**src/rtl/burst_fill_pkg.sv**
```systemverilog
package burst_fill_pkg;

   // Sequencer phases: idle, the lead cycle of the first beat, then the beat stream.
   typedef enum logic [1:0] {
      ST_IDLE   = 2'd0,
      ST_LEAD   = 2'd1,
      ST_STREAM = 2'd2
   } burst_phase_e;

endpackage

```
**src/rtl/burst_fill_seq.sv**
```systemverilog
module burst_fill_seq
   import burst_fill_pkg::*;
#(
   parameter int ADDR_W = 8,
   parameter int IDX_W  = 2,
   localparam int LINE_W = ADDR_W - IDX_W
) (
   input  logic              clk,
   input  logic              rst_n,
   input  logic              req_valid,
   input  logic [ADDR_W-1:0] req_addr,
   input  logic              req_wrap,
   input  logic              req_write,
   output logic              in_lead,
   output logic              in_stream,
   output logic              last_beat,
   output logic [IDX_W-1:0]  beat_cnt,
   output logic [LINE_W-1:0] line_q,
   output logic [IDX_W-1:0]  start_q,
   output logic              wrap_q,
   output logic              write_q
);

   localparam logic [IDX_W-1:0] LAST_CNT = {IDX_W{1'b1}};

   burst_phase_e phase_q, phase_d;
   logic [IDX_W-1:0] cnt_q, cnt_d;
   logic take;

   assign take = (phase_q == ST_IDLE) && req_valid;

   always_comb begin
      phase_d = phase_q;
      cnt_d   = cnt_q;
      unique case (phase_q)
         ST_IDLE: begin
            cnt_d = '0;
            if (req_valid) phase_d = ST_LEAD;
         end
         ST_LEAD: begin
            cnt_d   = '0;
            phase_d = ST_STREAM;
         end
         ST_STREAM: begin
            if (cnt_q == LAST_CNT) begin
               cnt_d   = '0;
               phase_d = ST_IDLE;
            end else begin
               cnt_d = cnt_q + 1'b1;
            end
         end
         default: begin
            cnt_d   = '0;
            phase_d = ST_IDLE;
         end
      endcase
   end

   always_ff @(posedge clk or negedge rst_n) begin
      if (!rst_n) begin
         phase_q <= ST_IDLE;
         cnt_q   <= '0;
      end else begin
         phase_q <= phase_d;
         cnt_q   <= cnt_d;
      end
   end

   // Request fields are captured once, on acceptance only.
   always_ff @(posedge clk or negedge rst_n) begin
      if (!rst_n) begin
         line_q  <= '0;
         start_q <= '0;
         wrap_q  <= 1'b0;
         write_q <= 1'b0;
      end else if (take) begin
         line_q  <= req_addr[ADDR_W-1:IDX_W];
         start_q <= req_addr[IDX_W-1:0];
         wrap_q  <= req_wrap;
         write_q <= req_write;
      end
   end

   assign in_lead   = (phase_q == ST_LEAD);
   assign in_stream = (phase_q == ST_STREAM);
   assign last_beat = in_stream && (cnt_q == LAST_CNT);
   assign beat_cnt  = cnt_q;

endmodule

```
**src/rtl/burst_fill_addr.sv**
```systemverilog
module burst_fill_addr #(
   parameter int IDX_W        = 2,
   parameter bit SUPPORT_WRAP = 1'b1
) (
   input  logic             wrap_mode,
   input  logic [IDX_W-1:0] start_idx,
   input  logic [IDX_W-1:0] beat_num,
   output logic [IDX_W-1:0] word_idx
);

   generate
      if (SUPPORT_WRAP) begin : g_wrap
         // Modulo-line addition: the carry out of IDX_W bits is dropped.
         logic [IDX_W-1:0] wrapped;
         assign wrapped  = start_idx + beat_num;
         assign word_idx = wrap_mode ? wrapped : beat_num;
      end else begin : g_linear
         logic unused_ok;
         assign unused_ok = wrap_mode ^ (^start_idx);
         assign word_idx  = beat_num;
      end
   endgenerate

endmodule

```
**src/rtl/burst_fill_issue.sv**
```systemverilog
module burst_fill_issue #(
   parameter int IDX_W = 2
) (
   input  logic             in_lead,
   input  logic             in_stream,
   input  logic             last_beat,
   input  logic             write_q,
   input  logic [IDX_W-1:0] beat_cnt,
   output logic             issue,
   output logic [IDX_W-1:0] issue_num
);

   // Fills run one beat ahead: the SRAM returns data the cycle after the address.
   // Write-outs place address and data together on the beat itself.
   always_comb begin
      if (write_q) begin
         issue     = in_stream;
         issue_num = beat_cnt;
      end else begin
         issue     = in_lead || (in_stream && !last_beat);
         issue_num = in_lead ? '0 : beat_cnt + 1'b1;
      end
   end

endmodule

```
**src/rtl/burst_fill_ctrl.sv**
```systemverilog
module burst_fill_ctrl #(
   parameter int ADDR_W       = 8,
   parameter int DATA_W       = 32,
   parameter int LINE_WORDS   = 4,
   parameter bit SUPPORT_WRAP = 1'b1
) (
   input  logic              clk,
   input  logic              rst_n,
   input  logic              req_valid,
   input  logic [ADDR_W-1:0] req_addr,
   input  logic              req_wrap,
   input  logic              req_write,
   output logic              req_ack,
   output logic              beat_valid,
   output logic [DATA_W-1:0] rd_data,
   output logic              wr_data_req,
   input  logic [DATA_W-1:0] wr_data,
   output logic              sram_ce,
   output logic              sram_we,
   output logic [ADDR_W-1:0] sram_addr,
   output logic [DATA_W-1:0] sram_wdata,
   input  logic [DATA_W-1:0] sram_rdata
);

   localparam int IDX_W  = (LINE_WORDS > 1) ? $clog2(LINE_WORDS) : 1;
   localparam int LINE_W = ADDR_W - IDX_W;

   generate
      if (LINE_WORDS < 2 || (LINE_WORDS & (LINE_WORDS - 1)) != 0) begin : g_bad_line
         $error("LINE_WORDS must be a power of two of at least 2");
      end
      if (ADDR_W <= IDX_W) begin : g_bad_addr
         $error("ADDR_W must exceed the word index width");
      end
      if (DATA_W < 1) begin : g_bad_data
         $error("DATA_W must be positive");
      end
   endgenerate

   logic              in_lead, in_stream, last_beat;
   logic [IDX_W-1:0]  beat_cnt, start_q, issue_num, word_idx;
   logic [LINE_W-1:0] line_q;
   logic              wrap_q, write_q, issue;

   burst_fill_seq #(
      .ADDR_W (ADDR_W),
      .IDX_W  (IDX_W)
   ) u_seq (
      .clk       (clk),
      .rst_n     (rst_n),
      .req_valid (req_valid),
      .req_addr  (req_addr),
      .req_wrap  (req_wrap),
      .req_write (req_write),
      .in_lead   (in_lead),
      .in_stream (in_stream),
      .last_beat (last_beat),
      .beat_cnt  (beat_cnt),
      .line_q    (line_q),
      .start_q   (start_q),
      .wrap_q    (wrap_q),
      .write_q   (write_q)
   );

   burst_fill_issue #(
      .IDX_W (IDX_W)
   ) u_issue (
      .in_lead   (in_lead),
      .in_stream (in_stream),
      .last_beat (last_beat),
      .write_q   (write_q),
      .beat_cnt  (beat_cnt),
      .issue     (issue),
      .issue_num (issue_num)
   );

   burst_fill_addr #(
      .IDX_W        (IDX_W),
      .SUPPORT_WRAP (SUPPORT_WRAP)
   ) u_addr (
      .wrap_mode (wrap_q),
      .start_idx (start_q),
      .beat_num  (issue_num),
      .word_idx  (word_idx)
   );

   assign sram_ce     = issue;
   assign sram_we     = issue && write_q;
   assign sram_addr   = {line_q, word_idx};
   assign sram_wdata  = wr_data;
   assign rd_data     = sram_rdata;
   assign beat_valid  = in_stream && !write_q;
   assign wr_data_req = in_stream && write_q;
   assign req_ack     = last_beat;

endmodule

```
**config.mk**
```make
export PLATFORM = sky130hd
export DESIGN_NAME = burst_fill_ctrl
export DESIGN_NICKNAME = d
export VERILOG_FILES = /design/src/rtl/burst_fill_pkg.sv /design/src/rtl/burst_fill_seq.sv /design/src/rtl/burst_fill_addr.sv /design/src/rtl/burst_fill_issue.sv /design/src/rtl/burst_fill_ctrl.sv
export SDC_FILE = /design/constraint.sdc
export NUM_CORES = 1
export LEC_CHECK = 0
export BUFFER_PORTS_ARGS = -buffer_cell sky130_fd_sc_hd__buf_4
export CORE_ASPECT_RATIO = 1.4
export CORE_MARGIN = 10
export CORE_UTILIZATION = 32
export CTS_BUF_LIST = sky130_fd_sc_hd__clkbuf_8
export DETAILED_ROUTE_END_ITERATION = 12
export HOLD_SLACK_MARGIN = 0.06
export PLACE_DENSITY = 0.81
export SLEW_MARGIN = 0
export SYNTH_ARGS = -nofsm -noshare
export SYNTH_HDL_FRONTEND = slang
export SYNTH_SLANG_ARGS = --single-unit
```
**constraint.sdc**
```tcl
create_clock -name clk -period 1.55 [get_ports clk]
set_input_delay 0 -clock clk [delete_from_list [all_inputs] [get_ports clk]]
set_output_delay 0 -clock clk [all_outputs]
set_load 0.005 [all_outputs]
```
==> metrics.csv <==
metric,value,unit
startpoint types,flip-flop,
share of the clock period used by the worst path,110,%
number of H-tree levels,1,
DRT iter0 DRCs,17,
YS warnings,0,
share of post-route cells with drive strength above 1,33.1,%
final hold slack,0.141,ns
Core ar.,3440,um^2
Total GRT Usage,11.5,%
placed cell area,930,um^2
final setup fails,2,
Yosys cell types,19,
"Avg Cell Area, Syn",10.3,um^2
Power Total,0.00244,W
Clock Path Buffers,2,
Net Switching,0.000787,W
failing checks,negative setup slack,
kind of critical path,reg -> out,
Post-Synthesis Cell Area,1170,um^2
Synth Net Count,193,
"Seq/Total Area, Yosys",30.0,%
CP Capture Type,output pin,
"commonest non-fill, non-tap cell in the layout",dlygate4sd3_1,
Antenna Cells,0,
Filler cells,282,
P_int,0.00165,W
Post-DP HPWL,1.87,mm
cts bufs inserted,3,
Final Cell Area,1800,um^2
RSZ-0062 raised after global routing,true,
Top-Level Pins,154,
Total Routed Length,4.28,mm
die area,6500,um^2
routed vias,921,
routed length per instance,21.4,um
largest net degree at the start of global routing,15,
DRT antenna net count,0,
Initial Util,34.0,%
Die Ht,91.5,um
DRC Markers,0,
power per cell area,1360,nW/um^2
Fmax,0.586,GHz
Sink Count,14,
clock power share,12.2,%
initial antenna violation count,0,
Cells after Synth,114,
top cell type's share of synthesized area,41.8,%
dominant cell type by area after synthesis,buf_4,
cell leakage power,0.824,nW
Die Width,71.1,um
Comb pwr share,60.0,%
Skew-Pair Late Insertion Delay,0.24,ns
Clock transition at path regs,0.06,ns
skew final,0.00464,ns
final hold vios,0,
vias per inst,4.61,
Area contributors post-synth,"buf_4 (42%), dfrtp_1 (30%), mux2_4 (12%)",
Root Driver,clkbuf_8,
Final Max Slew Viols,0,
final worst slack,-0.157,ns
worst-case reg-to-reg path depth,4,
CTS tree,yes,
Sw Share,32.2,%
Crit path arrival time,1.71,ns
Worst Max-Slew Pin Slew,0.207,ns
"commonest non-fill, non-tap cells in the layout","dlygate4sd3_1 (75), buf_4 (33), dfrtp_1 (13)",
Worst VDD drop,0.000909,V
crit-path max FO,2,
Site Rows,25,
Worst EP required,1.55,ns
synthesis-to-layout area growth,53.9,%
gr ovfl total,0,
Max-Cap Viols,0,
slew margin rel.,86.2,%
worst min-delay path class,in -> async,
post-layout minimum cycle time,1.71,ns
DRT Pass-1 Iters,4,
first-pass GRT wire length,6.09,mm
Port Buffer Count,25,
Flop pwr share,27.8,%
Final #Nets,241,
synthesized flop and latch total,14,
outcome,"finished, violations left",
gpl congestion,0.639,
number of global-route vias before repair,1201,
==> synth_stat cells <==
cell type / count
a21bo_1: 1
mux2_2: 2
xor2_1: 2
or2b_1: 1
mux2_4: 9
nor3_1: 1
nand2b_1: 1
and2_1: 4
nor2b_1: 3
nor2_1: 2
dfrtp_1: 14
nand2_1: 2
a22oi_1: 1
o22ai_1: 1
buf_6: 1
ha_1: 2
o21ai_0: 1
nor3b_2: 1
buf_4: 65
==> flip-flops by register name (all words and copies together) (netlist names) <==
| name | flops |
|---|---|
| u_seq.wrap_q | 1 |
| u_seq.phase_q | 2 |
| u_seq.line_q | 6 |
| u_seq.start_q | 2 |
| u_seq.beat_cnt | 2 |
| u_seq.write_q | 1 |
==> metal layers <==
metal  vias to the layer above  track usage [%]  part of all wire [%]
li1                        389                -                     -
met1                       419             9.44                    33
met2                       109             19.8                    51
met3                         4             8.82                    15
met4                         0             4.85                   1.5
met5                         -                0                     0
==> critical path, stage by stage, from the launching register on <==
cell,delay (ns)
dfrtp_1,0.38
nand2b_4,0.15
a21bo_4,0.22
ha_4,0.15
xor2_1,0.15
nand2_1,0.11
xor2_1,0.16
buf_4,0.14
==> power by group through the flow <==
stage / combinational, W / sequential (W) / clock, W
final: 0.00147 / 0.000679 / 0.000297
after global routing: 0.00159 / 0.000702 / 0.000324
after CTS: 0.00134 / 0.000672 / 0.000311
after detailed placement: 0.00106 / 0.000681 / 0
after global placement: 0.00103 / 0.000669 / 0
after floorplan: 0.000738 / 0.000648 / 0
==> final timing paths <==
path	startpoint	to	slack, ns
max in group asynchronous	rst_n	u_seq.phase_q[0]	1.23
min	rst_n	u_seq.line_q[3]	0.14
min in group clk	req_valid	u_seq.phase_q[0]	0.21
min reg2reg	u_seq.line_q[1]	u_seq.line_q[1]	0.51
max reg2reg	u_seq.phase_q[1]	u_seq.wrap_q	0.19
max	u_seq.phase_q[1]	sram_addr[1]	-0.16
==> area by class of cell <==
class | count | area [um^2] | area share, %
timing repair buffer | 109 | 1010 | 56.2
sequential | 14 | 352 | 19.6
multi-input combinational | 34 | 345 | 19.2
tap | 40 | 50.0 | 2.78
clock buffer | 3 | 41.3 | 2.30
==> what timing repair did <==
item                                   CTS  global route
endpoints found under the hold margin   88             0
setup endpoints to repair                2             2
pin swaps                                0             2
resized for setup                        3             3
buffers inserted                         3             3
hold buffers                            75             0
==> stage by stage <==
| step | cells | util [%] | setup TNS (ns) | setup slack, ns |
|---|---|---|---|---|
| 3_3_place_gp | 116 | 27.0 | 0 | 0.139 |
| 4_1_cts | 197 | 51.0 | -0.158 | -0.110 |
| 6_report | 200 | 52.3 | -0.199 | -0.157 |
| 5_1_grt | 200 | 52.3 | -0.284 | -0.206 |
| 3_5_place_dp | 116 | 27.0 | 0 | 0.0568 |
| 2_1_floorplan | 114 | - | 0 | 0.267 |
==> kinds of logic after synthesis <==
| kind of cell | after synthesis | synth area share, % |
|---|---|---|
| multiplexers | 11 | 13.5 |
| adder cells (fa/ha/maj) | 2 | 2.14 |
| AO/OA/AOI/OAI | 4 | 2.46 |
| flip-flops | 14 | 30.0 |
| buffers and inverters | 66 | 42.7 |
| XOR/XNOR | 2 | 1.50 |
| AND/OR/NAND/NOR | 15 | 7.71 |
Power figures use the tool's default switching activity.
